### config.mk
export PLATFORM = sky130hd
export DESIGN_NAME = soft_mute_ramp
export DESIGN_NICKNAME = d
export VERILOG_FILES = /design/src/rtl/smr_pkg.sv /design/src/rtl/smr_ctrl.sv /design/src/rtl/smr_datapath.sv /design/src/rtl/soft_mute_ramp.sv
export SDC_FILE = /design/constraint.sdc
export NUM_CORES = 2
export LEC_CHECK = 0
export BUFFER_PORTS_ARGS = -buffer_cell sky130_fd_sc_hd__buf_2
export CORE_MARGIN = 5
export CORE_UTILIZATION = 42
export CTS_BUF_LIST = sky130_fd_sc_hd__clkbuf_2 sky130_fd_sc_hd__clkbuf_4 sky130_fd_sc_hd__clkbuf_8
export CTS_CLUSTER_DIAMETER = 30
export DETAILED_ROUTE_END_ITERATION = 10
export PLACE_DENSITY = 0.55
export SETUP_SLACK_MARGIN = 0.02
export SKIP_LAST_GASP = 1
export SLEW_MARGIN = 15
export SYNTH_ARGS = -nofsm -noshare
export SYNTH_HDL_FRONTEND = slang
export SYNTH_SLANG_ARGS = --single-unit
### constraint.sdc
create_clock -name clk -period 13.6 [get_ports clk]
set_input_delay 0 -clock clk [delete_from_list [all_inputs] [get_ports clk]]
set_output_delay 0 -clock clk [all_outputs]
set_load 0.005 [all_outputs]
### src/rtl/smr_pkg.sv
package smr_pkg;
  // Number of ladder positions: 0 dB down to -102 dB, then silence.
  localparam int STEP_COUNT = 104;
  localparam int IDX_W = $clog2(STEP_COUNT);

  // Command from control to datapath: strobe plus ladder position to apply.
  typedef struct packed {
    logic             apply;
    logic [IDX_W-1:0] idx;
  } gainCmd_t;
endpackage

### src/rtl/smr_ctrl.sv
module smr_ctrl
  import smr_pkg::*;
(
  input  logic     clk,
  input  logic     rst,
  input  logic     frameStb,
  input  logic     playLvl,
  output gainCmd_t cmd
);
  localparam logic [IDX_W-1:0] LAST_IDX = IDX_W'(STEP_COUNT - 1);

  logic [1:0]       syncQ;
  logic [1:0]       primeCnt;
  logic             primed;
  logic [IDX_W-1:0] stepIdx;
  logic [IDX_W-1:0] targetIdx;

  assign targetIdx = syncQ[1] ? '0 : LAST_IDX;

  always_ff @(posedge clk) begin
    if (rst) begin
      syncQ    <= '0;
      primeCnt <= '0;
      primed   <= 1'b0;
      stepIdx  <= LAST_IDX;
    end else begin
      syncQ <= {syncQ[0], playLvl};
      if (!primed) begin
        // Wait until the synchroniser holds the real pin level, then snap.
        if (primeCnt == 2'd2) begin
          primed  <= 1'b1;
          stepIdx <= targetIdx;
        end else begin
          primeCnt <= primeCnt + 2'd1;
        end
      end else if (frameStb && (stepIdx != targetIdx)) begin
        stepIdx <= (stepIdx < targetIdx) ? stepIdx + 1'b1 : stepIdx - 1'b1;
      end
    end
  end

  assign cmd.apply = frameStb;
  assign cmd.idx   = stepIdx;

  p_single_step_r5: assert property (@(posedge clk) disable iff (rst)
    primed |=> (stepIdx == $past(stepIdx)) || (stepIdx == $past(stepIdx) + 1'b1)
               || (stepIdx == $past(stepIdx) - 1'b1));

  p_hold_idle_r9: assert property (@(posedge clk) disable iff (rst)
    (primed && !frameStb) |=> $stable(stepIdx));

  p_idx_range_r4: assert property (@(posedge clk) disable iff (rst)
    stepIdx <= LAST_IDX);
endmodule

### src/rtl/smr_datapath.sv
module smr_datapath
  import smr_pkg::*;
#(
  parameter int DATA_W = 24,
  parameter int COEF_W = 16
) (
  input  logic                     clk,
  input  logic                     rst,
  input  gainCmd_t                 cmd,
  input  logic signed [DATA_W-1:0] inLeft,
  input  logic signed [DATA_W-1:0] inRight,
  output logic signed [DATA_W-1:0] outLeft,
  output logic signed [DATA_W-1:0] outRight,
  output logic                     outValid,
  output logic                     muted
);
  localparam int PROD_W = DATA_W + COEF_W + 1;
  localparam int HALF   = 1 << (COEF_W - 2);
  localparam logic signed [PROD_W-1:0] SAT_HI = PROD_W'((64'sd1 <<< (DATA_W - 1)) - 64'sd1);
  localparam logic signed [PROD_W-1:0] SAT_LO = -SAT_HI - 1;

  // Unsigned Q1.(COEF_W-1) multiplier for ladder position k (unity = 2^(COEF_W-1)).
  function automatic int coefFor(int k);
    if (k >= STEP_COUNT - 1) return 0;
    return $rtoi((2.0 ** (COEF_W - 1)) * $pow(10.0, -k / 20.0) + 0.5);
  endfunction

  logic [COEF_W-1:0] coefRom [STEP_COUNT];
  logic [COEF_W-1:0] coefSel;

  for (genvar k = 0; k < STEP_COUNT; k++) begin : g_rom
    assign coefRom[k] = COEF_W'(coefFor(k));
  end

  assign coefSel = (cmd.idx < IDX_W'(STEP_COUNT)) ? coefRom[cmd.idx] : '0;

  for (genvar c = 0; c < 2; c++) begin : g_chan
    logic signed [DATA_W-1:0] src;
    logic signed [PROD_W-1:0] prod;
    logic signed [PROD_W-1:0] rounded;
    logic signed [DATA_W-1:0] scaled;

    assign src = (c == 0) ? inLeft : inRight;

    always_comb begin
      prod    = $signed(PROD_W'(src)) * $signed(PROD_W'({1'b0, coefSel}));
      rounded = (prod + $signed(PROD_W'(HALF))) >>> (COEF_W - 1);
      if (rounded > SAT_HI)      scaled = SAT_HI[DATA_W-1:0];
      else if (rounded < SAT_LO) scaled = SAT_LO[DATA_W-1:0];
      else                       scaled = rounded[DATA_W-1:0];
    end
  end

  always_ff @(posedge clk) begin
    if (rst) begin
      outLeft  <= '0;
      outRight <= '0;
      outValid <= 1'b0;
      muted    <= 1'b1;
    end else begin
      outValid <= cmd.apply;
      if (cmd.apply) begin
        outLeft  <= g_chan[0].scaled;
        outRight <= g_chan[1].scaled;
        muted    <= (coefSel == '0);
      end
    end
  end

  p_unity_pass_r10: assert property (@(posedge clk) disable iff (rst)
    (cmd.apply && cmd.idx == '0) |=> (outLeft == $past(inLeft)) && (outRight == $past(inRight)));

  p_no_overflow_r10: assert property (@(posedge clk) disable iff (rst)
    cmd.apply |=> ($past(inLeft) >= 0) ? (outLeft >= 0 && outLeft <= $past(inLeft))
                                       : (outLeft <= 0 && outLeft >= $past(inLeft)));

  p_muted_silent_r8: assert property (@(posedge clk) disable iff (rst)
    muted |-> (outLeft == '0) && (outRight == '0));

  p_valid_follows_r8: assert property (@(posedge clk) disable iff (rst)
    cmd.apply |=> outValid);
endmodule

### src/rtl/soft_mute_ramp.sv
module soft_mute_ramp
  import smr_pkg::*;
#(
  parameter int DATA_W = 24,
  parameter int COEF_W = 16
) (
  input  logic                     clk,
  input  logic                     rst,
  input  logic                     frameStb,
  input  logic signed [DATA_W-1:0] inLeft,
  input  logic signed [DATA_W-1:0] inRight,
  input  logic                     playLvl,
  output logic signed [DATA_W-1:0] outLeft,
  output logic signed [DATA_W-1:0] outRight,
  output logic                     outValid,
  output logic                     muted
);
  gainCmd_t cmd;

  smr_ctrl i_ctrl (
    .clk      (clk),
    .rst      (rst),
    .frameStb (frameStb),
    .playLvl  (playLvl),
    .cmd      (cmd)
  );

  smr_datapath #(.DATA_W(DATA_W), .COEF_W(COEF_W)) i_datapath (
    .clk      (clk),
    .rst      (rst),
    .cmd      (cmd),
    .inLeft   (inLeft),
    .inRight  (inRight),
    .outLeft  (outLeft),
    .outRight (outRight),
    .outValid (outValid),
    .muted    (muted)
  );
endmodule

[Yosys cells after proc, flatten, opt, wreduce, memory -nomap -nowiden]
Memories as Yosys holds them, arrays and structs flattened.
Index checks and enable logic that the tools add are counted.
Word-level totals
  flip-flop bits (word level): 62
  latch bits: 0
  memory bits (writable): 0
  bits in read-only memories: 2048
  bits of input ports: 52
  output and inout port bits: 50
  logic and storage cells: 48
  memories kept: 1
Memory list
  (no name shown): depth 128, width 16, rd ports 1, clocked after Yosys merged registers in 0, wr ports 0, RTL line smr_datapath.sv:35  | assign coefSel = (cmd.idx < IDX_W'(STEP_COUNT)) ? coefRom[cmd.idx] : '0;
Cells by class
  $add $sub $neg: 5
  multipliers: 2
  divide/modulo/power cells: 0
  order comparisons: 7
  eq/ne operators: 3
  shift operators: 0
  muxes and demuxes: 14
  bitwise logic cells: 3
  reductions and logical operators: 5
Operators by type and width (number)
  2-to-1 mux 24 bit: 4
  adder 41 x 16 -> 41 bit, second input constant: 2
  multiplier 24 x 17 -> 41 bit: 2
  > comparator 26 x 24 -> 1 bit, second input constant: 2
  less-than comparator 26 x 24 -> 1 bit, second input constant: 2
  2-to-1 mux 16 bit: 3
  2-to-1 mux 7 bit: 5
  zero test 16 bit: 1
  greater-or-equal comparator 8 bit, second input constant: 1
  inverter 7 -> 8 bit: 1
  adder 7 x 1 -> 7 bit, second input constant: 1
  less-than comparator 7 bit: 1
  less-than comparator 7 bit, second input constant: 1
  != test 7 bit: 1
  subtractor 7 x 1 -> 7 bit, second input constant: 1
  AND reduction 2 bit: 2
  adder 2 x 1 -> 2 bit, second input constant: 1
  equality test 2 bit, second input constant: 1
  2-to-1 mux 1 bit: 2
  != test 2 bit, second input constant: 1
  inverter 1 bit: 2
  nonzero test 2 bit: 1
  logical AND 1 bit: 1

[Longest topological paths before layout]
  word-level depth: 10
  gate-level depth with buffers: 40
  mapped depth without buffers: 35

[Cells and area by module]
A second synthesis with hierarchy kept.
Unflattened totals
  cells, all modules: 3857
  area total of the unflattened synthesis: 33379.5 um2
Modules (own cells, without submodules)
  smr_datapath: times used 1, cells each 3756, area an instance 32488.7 um2, seq. area each 1001.0 um2
  smr_ctrl: times used 1, cells each 101, area an instance 890.9 um2, seq. area each 240.2 um2

[Least setup slack after synthesis]
OpenSTA, ideal clock, no wires.
  path kind: reg-to-reg
  start: register i_ctrl.stepIdx[2]
  end: register i_datapath.outLeft[17]
  setup time: 81 ps
  arrival: 8525 ps
  data required time: 13519 ps
  path slack: 4994 ps
  cell stages (with the launch flop): 37
  path buffers: 6
  clock period less this slack: 8606 ps
  path through: dfxtp_1 > buf_2 > buf_1 > clkinv_1 > ha_1 > a21boi_0 > nand3_1 > a21oi_1 > a21oi_1 > a221oi_1 > clkbuf_1 > clkbuf_1 > nand2_1 > fa_1 > fa_1 > fa_1 > inv_1 > fa_1 > fa_1 > inv_1 > fa_1 > inv_1 > ha_1 > clkbuf_1 > nand2_1 > o21ai_0 > nor2_1 > a21oi_1 > and3_1 > a21oi_4 > a31oi_1 > o31a_1 > mux2i_1 > a211o_1 > buf_2 > nand2_1 > a211oi_2
Between the ends
  word-level cells in the longest chain between the ends: 10
  elaborated cells on any way between the ends: 12
  those cells by class: add/sub (1); mul (1); order compare (3); mux (5); bitwise (1); memory (1)
Ends and longest elaborated chain
  start, declared: RTL line smr_ctrl.sv:15  | logic [IDX_W-1:0] stepIdx;
  start signal, assigned: RTL line smr_ctrl.sv:32  | stepIdx <= targetIdx;
  start signal, assigned: RTL line smr_ctrl.sv:37  | stepIdx <= (stepIdx < targetIdx) ? stepIdx + 1'b1 : stepIdx - 1'b1;
  inverter 7 -> 8 bit (not written as such): RTL line smr_datapath.sv:35
  memory read (128 x 16 bit)
  2-to-1 mux 16 bit (not written as such) (2 in a row): RTL line smr_datapath.sv:35
  2-to-1 mux 16 bit *: RTL line smr_datapath.sv:35
  multiplier 24 x 17 -> 41 bit *: RTL line smr_datapath.sv:46  | prod = $signed(PROD_W'(src)) * $signed(PROD_W'({1'b0, coefSel}));
  adder 41 x 16 -> 41 bit *: RTL line smr_datapath.sv:47  | rounded = (prod + $signed(PROD_W'(HALF))) >>> (COEF_W - 1);
  less-than comparator 26 x 24 -> 1 bit: RTL line smr_datapath.sv:49  | else if (rounded < SAT_LO) scaled = SAT_LO[DATA_W-1:0];
  2-to-1 mux 24 bit: RTL line smr_datapath.sv:49
  2-to-1 mux 24 bit *: RTL line smr_datapath.sv:48  | if (rounded > SAT_HI) scaled = SAT_HI[DATA_W-1:0];
  end signal, assigned: RTL line smr_datapath.sv:63  | outLeft <= g_chan[0].scaled;
  end, declared: RTL line smr_datapath.sv:12  | output logic signed [DATA_W-1:0] outLeft,
Every way passes the cells marked *; elsewhere a longest branch is shown, timed or not. The select of a mux whose other input is x is not followed.
A chain may end at the register's enable or synchronous reset.

[Worst setup path after layout]
  start: register i_ctrl.stepIdx[1]
  end: register i_datapath.outLeft[15]
Same word-level chain as after synthesis.

==> impl_metrics.yaml <==
sta:
  rsz0062_at_grt: "false"
  finalCritPeriodShare_pct: 77.5
  fin_tns_setup_ns: 0
  fin_worst_skew_ns: 0.0261
  whs_ns: 0.257
  max_slew_margin_pct: 25.2
  drv_slew: 0
  setup_violations: 0
  worst_pin_slew_ns: 1.12
  fmax_mhz: 94.9
  period_needed_ns: 10.54
  final_hold_viol_count: 0
die:
  die_w_um: 291
  die_area_um2: 84700
  pin_count: 102
  coreArea_um2: 78600
  num_rows: 103
  dieHeight_um: 291
  initial_utilization_pct: 42.2
synth:
  yosysSeqAreaShare_pct: 3.74
  syn_area_um2: 33200
  synth_edf_count: 0
  ys_ff_latch: 62
  synth_fp_nets: 4852
  async_flop_share_pct: 0
  synth_cell_types: 81
  synthCells: 3786
  avgSynthCellArea_um2: 8.77
  synth-main-ff-cell: "dfxtp_1"
  yosys_warnings: 0
critical_path:
  endpoint_kind: "flop"
  critPathArrivalTime_ns: 10.77
  critPathLaunchType: "flop"
  cp_slowest_stage_delay_ns: 0.92
  crit_path_frequent_cell: "fa_1"
  worst-path-max-fanout: 49
  r2r_cells: 30
  path_class: "reg -> reg"
  cp_data_required_time_ns: 13.83
  cpMaxStageDelayCell: "and2_1"
layout:
  nNetsFinal: 4810
  syn2layout_area_growth_pct: 5.03
  drive_gt1_share_pct: 6.38
  fillerInstances: 7993
global_routing:
  grt.total_usage_pct: 20.6
  grt_max_degree: 60
  grt_pass1_wl_mm: 142
  antenna_found_initial: 3
  grt_pass1_vias: 26100
  grt.overflow.total: 0
power:
  powerDensity_nw_per_um2: 81.5
  leakage_uw: 0.0186
  peakVddDrop_uv: 66.0
job:
  cap_viol_max_count: 0
clocking:
  cts.clk_slew.worst_paths_ns: 0.13
  clock-sinks: 62
  worstSkewPairLatency_ns: 0.44
  cts_tree: "done"
  post_cts_buffers: 0
  cts_buffers: 9
  clk_path_buf_depth: 2
  cts-resized-gates: 0
  cts_root_buffer: "clkbuf_8"
  htree_levels: 3
  cts_hold_buf: 1
placement:
  dpl.hpwl_mm: 64.5
  place.gp.congestion: 0.874
  io_buffers: 101
route:
  drt-total-wl_mm: 84.3
  dr.pass1.iters: 5
  first_iter_violations: 1131
  num_vias: 23900
  wire_per_inst_um: 17.6
  drcViolationCount: 0
  viasPerCell: 4.98
  antenna_left: 0
run_status:
  status: "completed"
min_path:
  holdPathStages: 4
  worst_hold_path_type: "in -> reg"
[Yosys cell counts (all sizes together), types with 3 or more instances]
| cell | instances | area share, % |
|---|---|---|
| xor2 | 24 | 0.63 |
| o21bai | 11 | 0.28 |
| mux4 | 3 | 0.20 |
| a211o | 8 | 0.21 |
| a31oi | 16 | 0.35 |
| xnor2 | 49 | 1.3 |
| a21oi | 121 | 2.0 |
| ha | 261 | 9.8 |
| buf | 21 | 0.38 |
| nor3b | 4 | 0.11 |
| nor2b | 11 | 0.21 |
| o22ai | 7 | 0.13 |
| nand4 | 18 | 0.34 |
| o21a | 7 | 0.16 |
| mux2i | 6 | 0.18 |
| dfxtp | 62 | 3.7 |
| a211oi | 37 | 1.2 |
| and3 | 13 | 0.25 |
| fa | 753 | 45 |
| o31ai | 10 | 0.31 |
| or2 | 5 | 0.094 |
| inv | 969 | 11 |
| a21o | 42 | 0.95 |
| and2 | 522 | 9.8 |
| a21boi | 3 | 0.068 |
| nor3 | 37 | 0.78 |
| o41ai | 4 | 0.13 |
| clkbuf | 159 | 1.8 |
| nor2 | 115 | 1.3 |
| nand3 | 18 | 0.27 |
| a221oi | 5 | 0.13 |
| o21ai | 69 | 1.1 |
| nor4 | 6 | 0.11 |
| nand2b | 10 | 0.19 |
| and4 | 4 | 0.11 |
| o211ai | 10 | 0.24 |
| o221ai | 4 | 0.11 |
| nand2 | 332 | 3.8 |
[critical path, delay by kind of cell, from the launching register on]
kind | cells | cell delay, ns
adder cells (fa/ha/maj) | 8 | 4.15
AO/OA/AOI/OAI | 9 | 2.01
AND/OR/NAND/NOR | 6 | 1.93
buffers and inverters | 6 | 1.39
flip-flops | 1 | 0.75
XOR/XNOR | 1 | 0.08
[sequential cells by signal, indices dropped and copies added (netlist names)]
register / cells
i_ctrl.primed: 1
i_ctrl.primeCnt: 2
i_datapath.muted: 1
i_datapath.outLeft: 24
i_ctrl.syncQ: 2
i_ctrl.stepIdx: 7
i_datapath.outValid: 1
i_datapath.outRight: 24
[kinds of logic after synthesis]
family,synth area share [%]
mux,0.385
simple gates,17.6
buf+inv,13.2
flops,3.74
compound gates,7.94
fa+ha+maj,55.3
xor+xnor,1.93
[stage by stage]
stage / power, uW / setup WS [ns] / utilization, % / instances / area, um^2
finish: 2840 / 3.06 / 44.3 / 4802 / 34900
global route: 3220 / 2.33 / 44.3 / 4802 / 34900
CTS: 2890 / 3.14 / 44.3 / 4799 / 34800
detailed placement: 2670 / 3.20 / 44.0 / 4782 / 34600
global placement: 2660 / 3.32 / 44.0 / 4782 / 34600
floorplan: 2060 / 4.99 / - / 3786 / 33200
[cell type report]
type	instances	area, um^2	area share, %
timing repair buffer	127	703	2.02
antenna	3	7.51	0.0215
clock inverter	6	86.3	0.248
sequential	62	1240	3.56
clock buffer	10	131	0.377
multi-input combinational	2573	27700	79.5
tap	1050	1310	3.77
inverter	971	3640	10.5
[layout by cell type (no fill, tap or decap), types with 7 or more instances in the layout]
master / netlist / routed
o211ai_1: 9 / 9
o21ai_0: 62 / 62
nand4_1: 18 / 18
clkbuf_8: 0 / 9
a21o_1: 42 / 42
inv_1: 966 / 966
a211oi_1: 15 / 13
nor3_2: 15 / 17
a211oi_2: 21 / 21
dfxtp_1: 62 / 61
nand2b_1: 10 / 10
nor2b_1: 10 / 10
buf_2: 6 / 101
a21oi_2: 15 / 15
o22ai_1: 7 / 7
nor3_1: 22 / 20
ha_1: 261 / 261
o21bai_1: 10 / 10
and2_1: 522 / 522
nand2_1: 331 / 331
a211o_1: 8 / 8
o21a_1: 7 / 7
buf_4: 3 / 25
and3_1: 13 / 12
a31oi_1: 15 / 15
a21oi_1: 105 / 103
xor2_1: 24 / 24
xnor2_1: 49 / 49
nor2_1: 114 / 111
fa_1: 753 / 753
nand3_1: 18 / 18
[per-layer routing]
layer	wire length (um)	share of wire (%)	global-route usage (%)
met1	37700	45	28.3
met5	0	0	0
met4	1670	2.0	4.49
met3	2520	3.0	1.03
met2	42400	50	36.4
[where the power goes]
part / switching (uW) / internal [uW] / leakage, uW
Sequential: 41.4 / 248 / 0.000512
Clock: 98.9 / 105 / 0.000110
Combinational: 1450 / 900 / 0.0180
Total: 1590 / 1250 / 0.0186
[worst paths after layout]
path	startpoint	endpoint	slack (ns)
hold / removal	frameStb	i_datapath.outRight[14]	0.26
setup / recovery	i_ctrl.stepIdx[1]	i_datapath.outLeft[15]	3.06
hold reg to reg	i_ctrl.syncQ[0]	i_ctrl.syncQ[1]	0.44
setup reg to reg	i_ctrl.stepIdx[1]	i_datapath.outLeft[15]	3.06
No activity file was read; power rests on OpenSTA's default activity.
